==> src/rtl/can_irq_pkg.sv <==
package can_irq_pkg;
   localparam int unsigned MODE_W_DEF = 3;
   localparam int unsigned CODE_W_DEF = 7;
   localparam logic [MODE_W_DEF-1:0] MODE_CFG      = 3'b100;
   localparam logic [MODE_W_DEF-1:0] MODE_RESTRICT = 3'b111;
   localparam logic [MODE_W_DEF-1:0] MODE_LISTEN   = 3'b011;
   localparam logic [CODE_W_DEF-1:0] CODE_NONE = 7'h40;
   localparam logic [CODE_W_DEF-1:0] CODE_MODE = 7'h41;
   localparam logic [CODE_W_DEF-1:0] CODE_TMR  = 7'h42;
   localparam logic [CODE_W_DEF-1:0] CODE_SYS  = 7'h45;

   localparam int unsigned NFLAG = 3;
   typedef enum logic [1:0] {
      FL_SYS  = 2'd0,
      FL_MODE = 2'd1,
      FL_TMR  = 2'd2
   } flag_idx_e;
endpackage

==> src/rtl/can_irq_flag.sv <==
module can_irq_flag #(
   parameter bit SET_WINS = 1'b1
) (
   input  logic clk,
   input  logic rst_n,
   input  logic set_i,
   input  logic clr_i,
   output logic flag_o
);
   logic flag_d;

   generate
      if (SET_WINS) begin : g_set_pri
         assign flag_d = set_i | (flag_o & ~clr_i);
      end else begin : g_clr_pri
         assign flag_d = ~clr_i & (set_i | flag_o);
      end
   endgenerate

   always_ff @(posedge clk) begin
      if (!rst_n) flag_o <= 1'b0;
      else        flag_o <= flag_d;
   end
endmodule

==> src/rtl/can_irq_mode_det.sv <==
module can_irq_mode_det #(
   parameter int unsigned   MODE_W   = 3,
   parameter logic [MODE_W-1:0] RST_MODE = '0
) (
   input  logic              clk,
   input  logic              rst_n,
   input  logic [MODE_W-1:0] mode_i,
   output logic              chg_o
);
   logic [MODE_W-1:0] prev_q;

   always_ff @(posedge clk) begin
      if (!rst_n) prev_q <= RST_MODE;
      else        prev_q <= mode_i;
   end

   assign chg_o = rst_n && (mode_i != prev_q);
endmodule

==> src/rtl/can_irq_encode.sv <==
module can_irq_encode #(
   parameter int unsigned       CODE_W    = 7,
   parameter logic [CODE_W-1:0] C_NONE    = 7'h40,
   parameter logic [CODE_W-1:0] C_SYS     = 7'h45,
   parameter logic [CODE_W-1:0] C_MODE    = 7'h41,
   parameter logic [CODE_W-1:0] C_TMR     = 7'h42
) (
   input  logic              sys_i,
   input  logic              mode_i,
   input  logic              tmr_i,
   output logic [CODE_W-1:0] code_o
);
   always_comb begin
      if (sys_i)       code_o = C_SYS;
      else if (mode_i) code_o = C_MODE;
      else if (tmr_i)  code_o = C_TMR;
      else             code_o = C_NONE;
   end
endmodule

==> src/rtl/can_irq_txguard.sv <==
module can_irq_txguard #(
   parameter int unsigned       MODE_W    = 3,
   parameter logic [MODE_W-1:0] FB_RESTR  = 3'b111,
   parameter logic [MODE_W-1:0] FB_LISTEN = 3'b011
) (
   input  logic              clk,
   input  logic              rst_n,
   input  logic              dat_err_i,
   input  logic              active_i,
   input  logic              start_i,
   input  logic              lom_i,
   output logic              go_o,
   output logic              abort_o,
   output logic              fb_req_o,
   output logic [MODE_W-1:0] fb_mode_o
);
   logic stop_now;

   assign go_o     = start_i & ~dat_err_i;
   assign stop_now = dat_err_i & active_i;

   always_ff @(posedge clk) begin
      if (!rst_n) begin
         abort_o   <= 1'b0;
         fb_req_o  <= 1'b0;
         fb_mode_o <= FB_RESTR;
      end else begin
         abort_o  <= stop_now;
         fb_req_o <= stop_now;
         if (stop_now) fb_mode_o <= lom_i ? FB_LISTEN : FB_RESTR;
      end
   end
endmodule

==> src/rtl/can_irq_vec.sv <==
module can_irq_vec
   import can_irq_pkg::*;
#(
   parameter int unsigned       MODE_W    = MODE_W_DEF,
   parameter int unsigned       CODE_W    = CODE_W_DEF,
   parameter logic [MODE_W-1:0] RST_MODE  = MODE_CFG,
   parameter logic [MODE_W-1:0] FB_RESTR  = MODE_RESTRICT,
   parameter logic [MODE_W-1:0] FB_LISTEN = MODE_LISTEN,
   parameter logic [CODE_W-1:0] C_NONE    = CODE_NONE,
   parameter logic [CODE_W-1:0] C_SYS     = CODE_SYS,
   parameter logic [CODE_W-1:0] C_MODE    = CODE_MODE,
   parameter logic [CODE_W-1:0] C_TMR     = CODE_TMR,
   parameter bit                SET_WINS  = 1'b1
) (
   input  logic              clk,
   input  logic              rst_n,
   input  logic [MODE_W-1:0] op_mode_i,
   input  logic              tbc_wrap_i,
   input  logic              rx_ovf_i,
   input  logic              tx_unf_i,
   input  logic              ecc_err_i,
   input  logic              tx_active_i,
   input  logic              tx_start_i,
   input  logic              cfg_lom_i,
   input  logic              clr_mode_i,
   input  logic              clr_tmr_i,
   input  logic              clr_sys_i,
   output logic              mode_flag_o,
   output logic              tmr_flag_o,
   output logic              sys_flag_o,
   output logic [CODE_W-1:0] irq_code_o,
   output logic              tx_go_o,
   output logic              tx_abort_o,
   output logic              fallback_req_o,
   output logic [MODE_W-1:0] fallback_mode_o
);
   localparam int unsigned NF = NFLAG;

   generate
      if (MODE_W < 1) begin : g_bad_mode_w
         $error("can_irq_vec: MODE_W must be at least 1");
      end
      if (CODE_W < 2) begin : g_bad_code_w
         $error("can_irq_vec: CODE_W must be at least 2");
      end
      if (C_NONE == C_SYS || C_NONE == C_MODE || C_NONE == C_TMR) begin : g_bad_codes
         $error("can_irq_vec: idle code collides with a source code");
      end
      if (FB_RESTR == FB_LISTEN) begin : g_bad_fb
         $error("can_irq_vec: fallback modes must differ");
      end
   endgenerate

   logic          mode_chg;
   logic          dat_err;
   logic [NF-1:0] set_v;
   logic [NF-1:0] clr_v;
   logic [NF-1:0] flg_v;

   can_irq_mode_det #(
      .MODE_W   (MODE_W),
      .RST_MODE (RST_MODE)
   ) u_mdet (
      .clk    (clk),
      .rst_n  (rst_n),
      .mode_i (op_mode_i),
      .chg_o  (mode_chg)
   );

   assign set_v[FL_SYS]  = rx_ovf_i | tx_unf_i;
   assign set_v[FL_MODE] = mode_chg;
   assign set_v[FL_TMR]  = tbc_wrap_i;
   assign clr_v[FL_SYS]  = clr_sys_i;
   assign clr_v[FL_MODE] = clr_mode_i;
   assign clr_v[FL_TMR]  = clr_tmr_i;

   for (genvar gi = 0; gi < NF; gi++) begin : g_flag
      can_irq_flag #(.SET_WINS(SET_WINS)) u_flag (
         .clk    (clk),
         .rst_n  (rst_n),
         .set_i  (set_v[gi]),
         .clr_i  (clr_v[gi]),
         .flag_o (flg_v[gi])
      );
   end

   assign sys_flag_o  = flg_v[FL_SYS];
   assign mode_flag_o = flg_v[FL_MODE];
   assign tmr_flag_o  = flg_v[FL_TMR];

   can_irq_encode #(
      .CODE_W (CODE_W),
      .C_NONE (C_NONE),
      .C_SYS  (C_SYS),
      .C_MODE (C_MODE),
      .C_TMR  (C_TMR)
   ) u_enc (
      .sys_i  (flg_v[FL_SYS]),
      .mode_i (flg_v[FL_MODE]),
      .tmr_i  (flg_v[FL_TMR]),
      .code_o (irq_code_o)
   );

   assign dat_err = tx_unf_i | ecc_err_i;

   can_irq_txguard #(
      .MODE_W    (MODE_W),
      .FB_RESTR  (FB_RESTR),
      .FB_LISTEN (FB_LISTEN)
   ) u_txg (
      .clk       (clk),
      .rst_n     (rst_n),
      .dat_err_i (dat_err),
      .active_i  (tx_active_i),
      .start_i   (tx_start_i),
      .lom_i     (cfg_lom_i),
      .go_o      (tx_go_o),
      .abort_o   (tx_abort_o),
      .fb_req_o  (fallback_req_o),
      .fb_mode_o (fallback_mode_o)
   );
endmodule

==> config.mk <==
export PLATFORM = sky130hd
export DESIGN_NAME = can_irq_vec
export DESIGN_NICKNAME = d
export VERILOG_FILES = /design/src/rtl/can_irq_pkg.sv /design/src/rtl/can_irq_flag.sv /design/src/rtl/can_irq_mode_det.sv /design/src/rtl/can_irq_encode.sv /design/src/rtl/can_irq_txguard.sv /design/src/rtl/can_irq_vec.sv
export SDC_FILE = /design/constraint.sdc
export NUM_CORES = 1
export LEC_CHECK = 0
export BUFFER_PORTS_ARGS = -buffer_cell sky130_fd_sc_hd__buf_2
export CAP_MARGIN = 20
export CORE_AREA = 5 5 42 44
export DETAILED_ROUTE_END_ITERATION = 12
export DIE_AREA = 0 0 47 49
export MAX_ROUTING_LAYER = met4
export PLACE_DENSITY = 0.65
export RECOVER_POWER = 50
export SLEW_MARGIN = 20
export SYNTH_ARGS = -nofsm -noshare
export SYNTH_HDL_FRONTEND = slang
export SYNTH_HIERARCHICAL = 1
export SYNTH_SLANG_ARGS = --single-unit
==> constraint.sdc <==
create_clock -name clk -period 2.1 [get_ports clk]
set_clock_uncertainty 0.1 [all_clocks]
set_input_delay 0.21 -clock clk [delete_from_list [all_inputs] [get_ports clk]]
set_output_delay 0.21 -clock clk [all_outputs]
set_load 0.05 [all_outputs]
Word-level counts from Yosys, hierarchy flattened. Index checks and enable logic that the tools add are counted.

Bits in registers: 10. Logic and storage cells: 26.

Equal/unequal tests: 1. Bitwise logic cells: 14. Muxes and demuxes: 4. Reductions and logical operators: 1.

Operator list (count): two-way mux 7 bit (2); bitwise AND 1 bit (5); bitwise OR 1 bit (5); NOT 1 bit (4); two-way mux 3 bit (1); inequality test 3 bit (1); two-way mux 2 bit (1); logical AND 1 bit (1).

Depth between registers and ports, before layout.
Depth in word-level cells: 3. Depth in mapped cells: 3. Mapped depth without buffers: 3.

Hierarchy. Netlist, hierarchy kept.

By module, submodules not included: can_irq_flag (cells an instance 3, area an instance 41.3 µm², instances 3); can_irq_mode_det (cells an instance 10, area an instance 113.9 µm², instances 1); can_irq_txguard (cells an instance 11, area an instance 100.1 µm², instances 1); can_irq_encode (cells an instance 9, area an instance 58.8 µm², instances 1); can_irq_vec (cells an instance 2, area an instance 12.5 µm², instances 1).

Least setup slack after synthesis. No wires, ideal clock.

Path type: register to output. Start: register g_flag[2].u_flag.flag_o. End: output irq_code_o[1]. Setup slack: -61 ps. Path buffers: 0. Data arrival time: 1851 ps. Cell stages (with the launch flop): 2. Data required time: 1790 ps. Cell sequence: dfxtp_1 -> nor3b_1.

Cells in the longest elaborated chain, start to end: 3.

Ends and longest elaborated chain: start, declared (line can_irq_flag.sv:8) `output logic flag_o`; start signal, assigned (line can_irq_flag.sv:22) `else flag_o <= flag_d;`; two-way mux 2 bit (line can_irq_encode.sv:16) `else if (tmr_i) code_o = C_TMR;`; two-way mux 7 bit (line can_irq_encode.sv:15) `else if (mode_i) code_o = C_MODE;`; two-way mux 7 bit (line can_irq_encode.sv:14) `if (sys_i) code_o = C_SYS;`; end, declared (line can_irq_vec.sv:31) `output logic [CODE_W-1:0] irq_code_o,`.

Every way passes these cells.

==> impl_metrics.csv <==
group,metric,value,unit
clocking,root_buffer,"clkbuf_4",
timing,worstMarginPinSlew,0.591,ns
global_routing,antenna_found_initial,0,
floorplanning,initial_core_util,0.292,
layout,final_area,507,um2
synth,yosys.area_share.xor_xnor,0.0642,
synth,syn_area_per_cell,9.98,um2
critical_path,cp-start-kind,"register",
critical_path,crit_path_cell_trace,"clkbuf_1",
synth,synth_commonest_cells,"buf_4, dfxtp_1",
clocking,postCtsResizedCells,0,
clocking,post-cts-setup-buffer-count,0,
floorplanning,ios,31,
global_routing,grt_overflow_total,0,
pwr,peakVddDrop,291,uV
critical_path,crit_slowest_cell,"clkbuf_1",
critical_path,cp_top_family,"buffers and inverters",
routing,vias,330,
timing,slew_viol_final,0,
clocking,h-tree-depth,1,
clocking,clk_latency,0.25,ns
synth,yosysTopAreaCellShare,0.391,
critical_path,crit_arrival,1.03,ns
placement,io_buffers,24,
placement,post_dp_cell_area,505,um2
synth,ys_seq_area_frac,0.391,
floorplanning,die_area,0.00230,mm2
critical_path,end_kind,"output port",
synth,synthCells,41,
hold_path,hp-start,"tbc_wrap_i",
layout,num_antenna_cells,0,
layout,drive_above_1_share,0.444,
layout,layout.nets,80,
global_routing,grt_pass1_vias,324,
timing,slew-limit-headroom,0.608,
synth,synth_top_family_by_area,"simple AND/OR/NAND/NOR gates",
floorplanning,placementRows,14,
routing,drtIter0Drc,2,
synth,yosys.area_share.simple,0.260,
critical_path,reg2reg_from,"u_mdet/prev_q[0]",
hold_path,hp-class,"primary input to register",
timing,period_minus_slack,1.34,ns
timing,finalSetupViolations,0,
floorplanning,die_h,49,um
timing,finalSetupTns,0,ns
timing,hold_viol,0,
routing,drt-total-wl,738,um
synth,synth-compound-area-share,0.110,
floorplanning,core,0.00140,mm2
routing,drt_first_pass_iters,3,
critical_path,worstSetupStartpoint,"u_txg/fb_req_o",
clocking,clockBufferDepth,2,
synth,synthAdderAreaFrac,0,
synth,synth.top_cells.by_area,"dfxtp_1, buf_4, nor2b_4",
clocking,tritoncts,"done",
timing,max_clock_freq,0.746,GHz
routing,wl_per_cell,9.34,um
routing,route.detailed.drc,0,
critical_path,path_class,"register to output port",
clocking,postCtsHoldBufs,0,
global_routing,grt_max_degree,10,
critical_path,cp_max_fo,2,
synth,ys_ff_latch,8,
placement,place.gp.congestion,0.630,
synth,async_flop_share,0,
synth,yosys_warnings,6,
clocking,cts.sinks,8,
clocking,numCtsBuffers,3,
global_routing,grt-busiest-layer,"met2",
synth,yosysTopAreaCell,"dfxtp_1",
global_routing,grt_pass1_wl,1240,um
routing,viasPerCell,4.18,
placement,hpwl,616,um
clocking,clk_pin_slew_worst_paths,0.05,ns
layout,area_delta_synth_final,23.9,%
synth,synthesis.area,409,um2
global_routing,use_met3,0.0221,
global_routing,grt_util_met2,0.115,
critical_path,cp.buffers_inverters,1,
pwr,powerDensity,782,mW/mm2
floorplanning,dieWidth,47,um
critical_path,slowest_delay,0.46,ns
run,drv_cap,0,
timing,period_share,0.639,
synth,yosysUniqueCellTypes,16,
outcome,status,"finished clean",
critical_path,cp.required,1.79,ns
routing,ant_nets,0,
timing,rsz0062_at_grt,"no",
global_routing,grt_use_total,0.0745,
synth,synth_edf_count,0,
global_routing,grt_use_met1,0.0817,
pwr,leakagePower,0.256,nW
synth,ys.flop_type,"dfxtp_1",
synth,synthMuxAreaShare,0,
## per-stage QoR
step / util / hold WS [ns] / std cells / setup slack (ns) / power [W]
CTS: 0.377 / 0.0654 / 79 / 0.757 / 0.000409
detailed placement: 0.361 / 0.326 / 76 / 0.856 / 0.000292
global route: 0.362 / 0.0799 / 79 / 0.716 / 0.000418
floorplan: - / 0.169 / 44 / 0.410 / 0.000273
global placement: 0.361 / 0.319 / 76 / 0.863 / 0.000291
finish: 0.362 / 0.0692 / 79 / 0.759 / 0.000397
## power breakdown
group          internal (W)  switching (W)
Clock             0.0000651      0.0000480
Combinational     0.0000312      0.0000849
Sequential         0.000161     0.00000584
## final timing paths
path	endpoint	slack, ns	cells after the start
hold reg to reg	u_txg/fb_mode_o[2]	0.43	2
setup reg to reg	g_flag[1].u_flag/flag_o	0.97	3
hold / removal	g_flag[2].u_flag/flag_o	0.07	2
setup / recovery	tx_abort_o	0.76	1
## cells in the final DEF, fill, tap and decap left out
master | netlist | layout
nor3b_2 | 0 | 1
o21ai_0 | 0 | 1
and3_2 | 1 | 1
o31a_1 | 1 | 1
and3_1 | 1 | 1
nor2b_4 | 3 | 1
clkbuf_4 | 0 | 3
dfxtp_1 | 8 | 8
nand2b_1 | 1 | 1
and2_1 | 2 | 1
a21oi_1 | 1 | 1
conb_1 | 3 | 6
nor2b_1 | 1 | 3
buf_2 | 0 | 22
or2_0 | 0 | 1
or2_1 | 3 | 2
and2_0 | 0 | 1
o21a_1 | 3 | 3
clkbuf_1 | 0 | 2
xor2_1 | 3 | 3
## routing by layer
layer / wire (um) / up-vias
met2: 367 / 15
met4: 0 / 0
li1: - / 164
met1: 289 / 151
met3: 82 / 0
met5: 0 / -
## area by class of cell
class	instances	area, um2
timing repair buffer	24	118
sequential	8	160
tap	16	20.0
clock buffer	3	22.5
fill	164	895
multi-input combinational	28	186
## logic make-up after synthesis
| family | Yosys count |
|---|---|
| AOI/OAI and AO/OA | 6 |
| xor gates and xnor gates | 3 |
| buffers and inverters | 8 |
| DFF | 8 |
| other | 3 |
| and+or+nand+nor | 13 |
## flip-flops by register name, indices dropped and copies added (netlist names)
register / flops
u_txg/fb_mode_o: 1
u_mdet/prev_q: 3
u_txg/fb_req_o: 1
g_flag.u_flag/flag_o: 3
No activity file was read; power rests on OpenSTA's default activity.
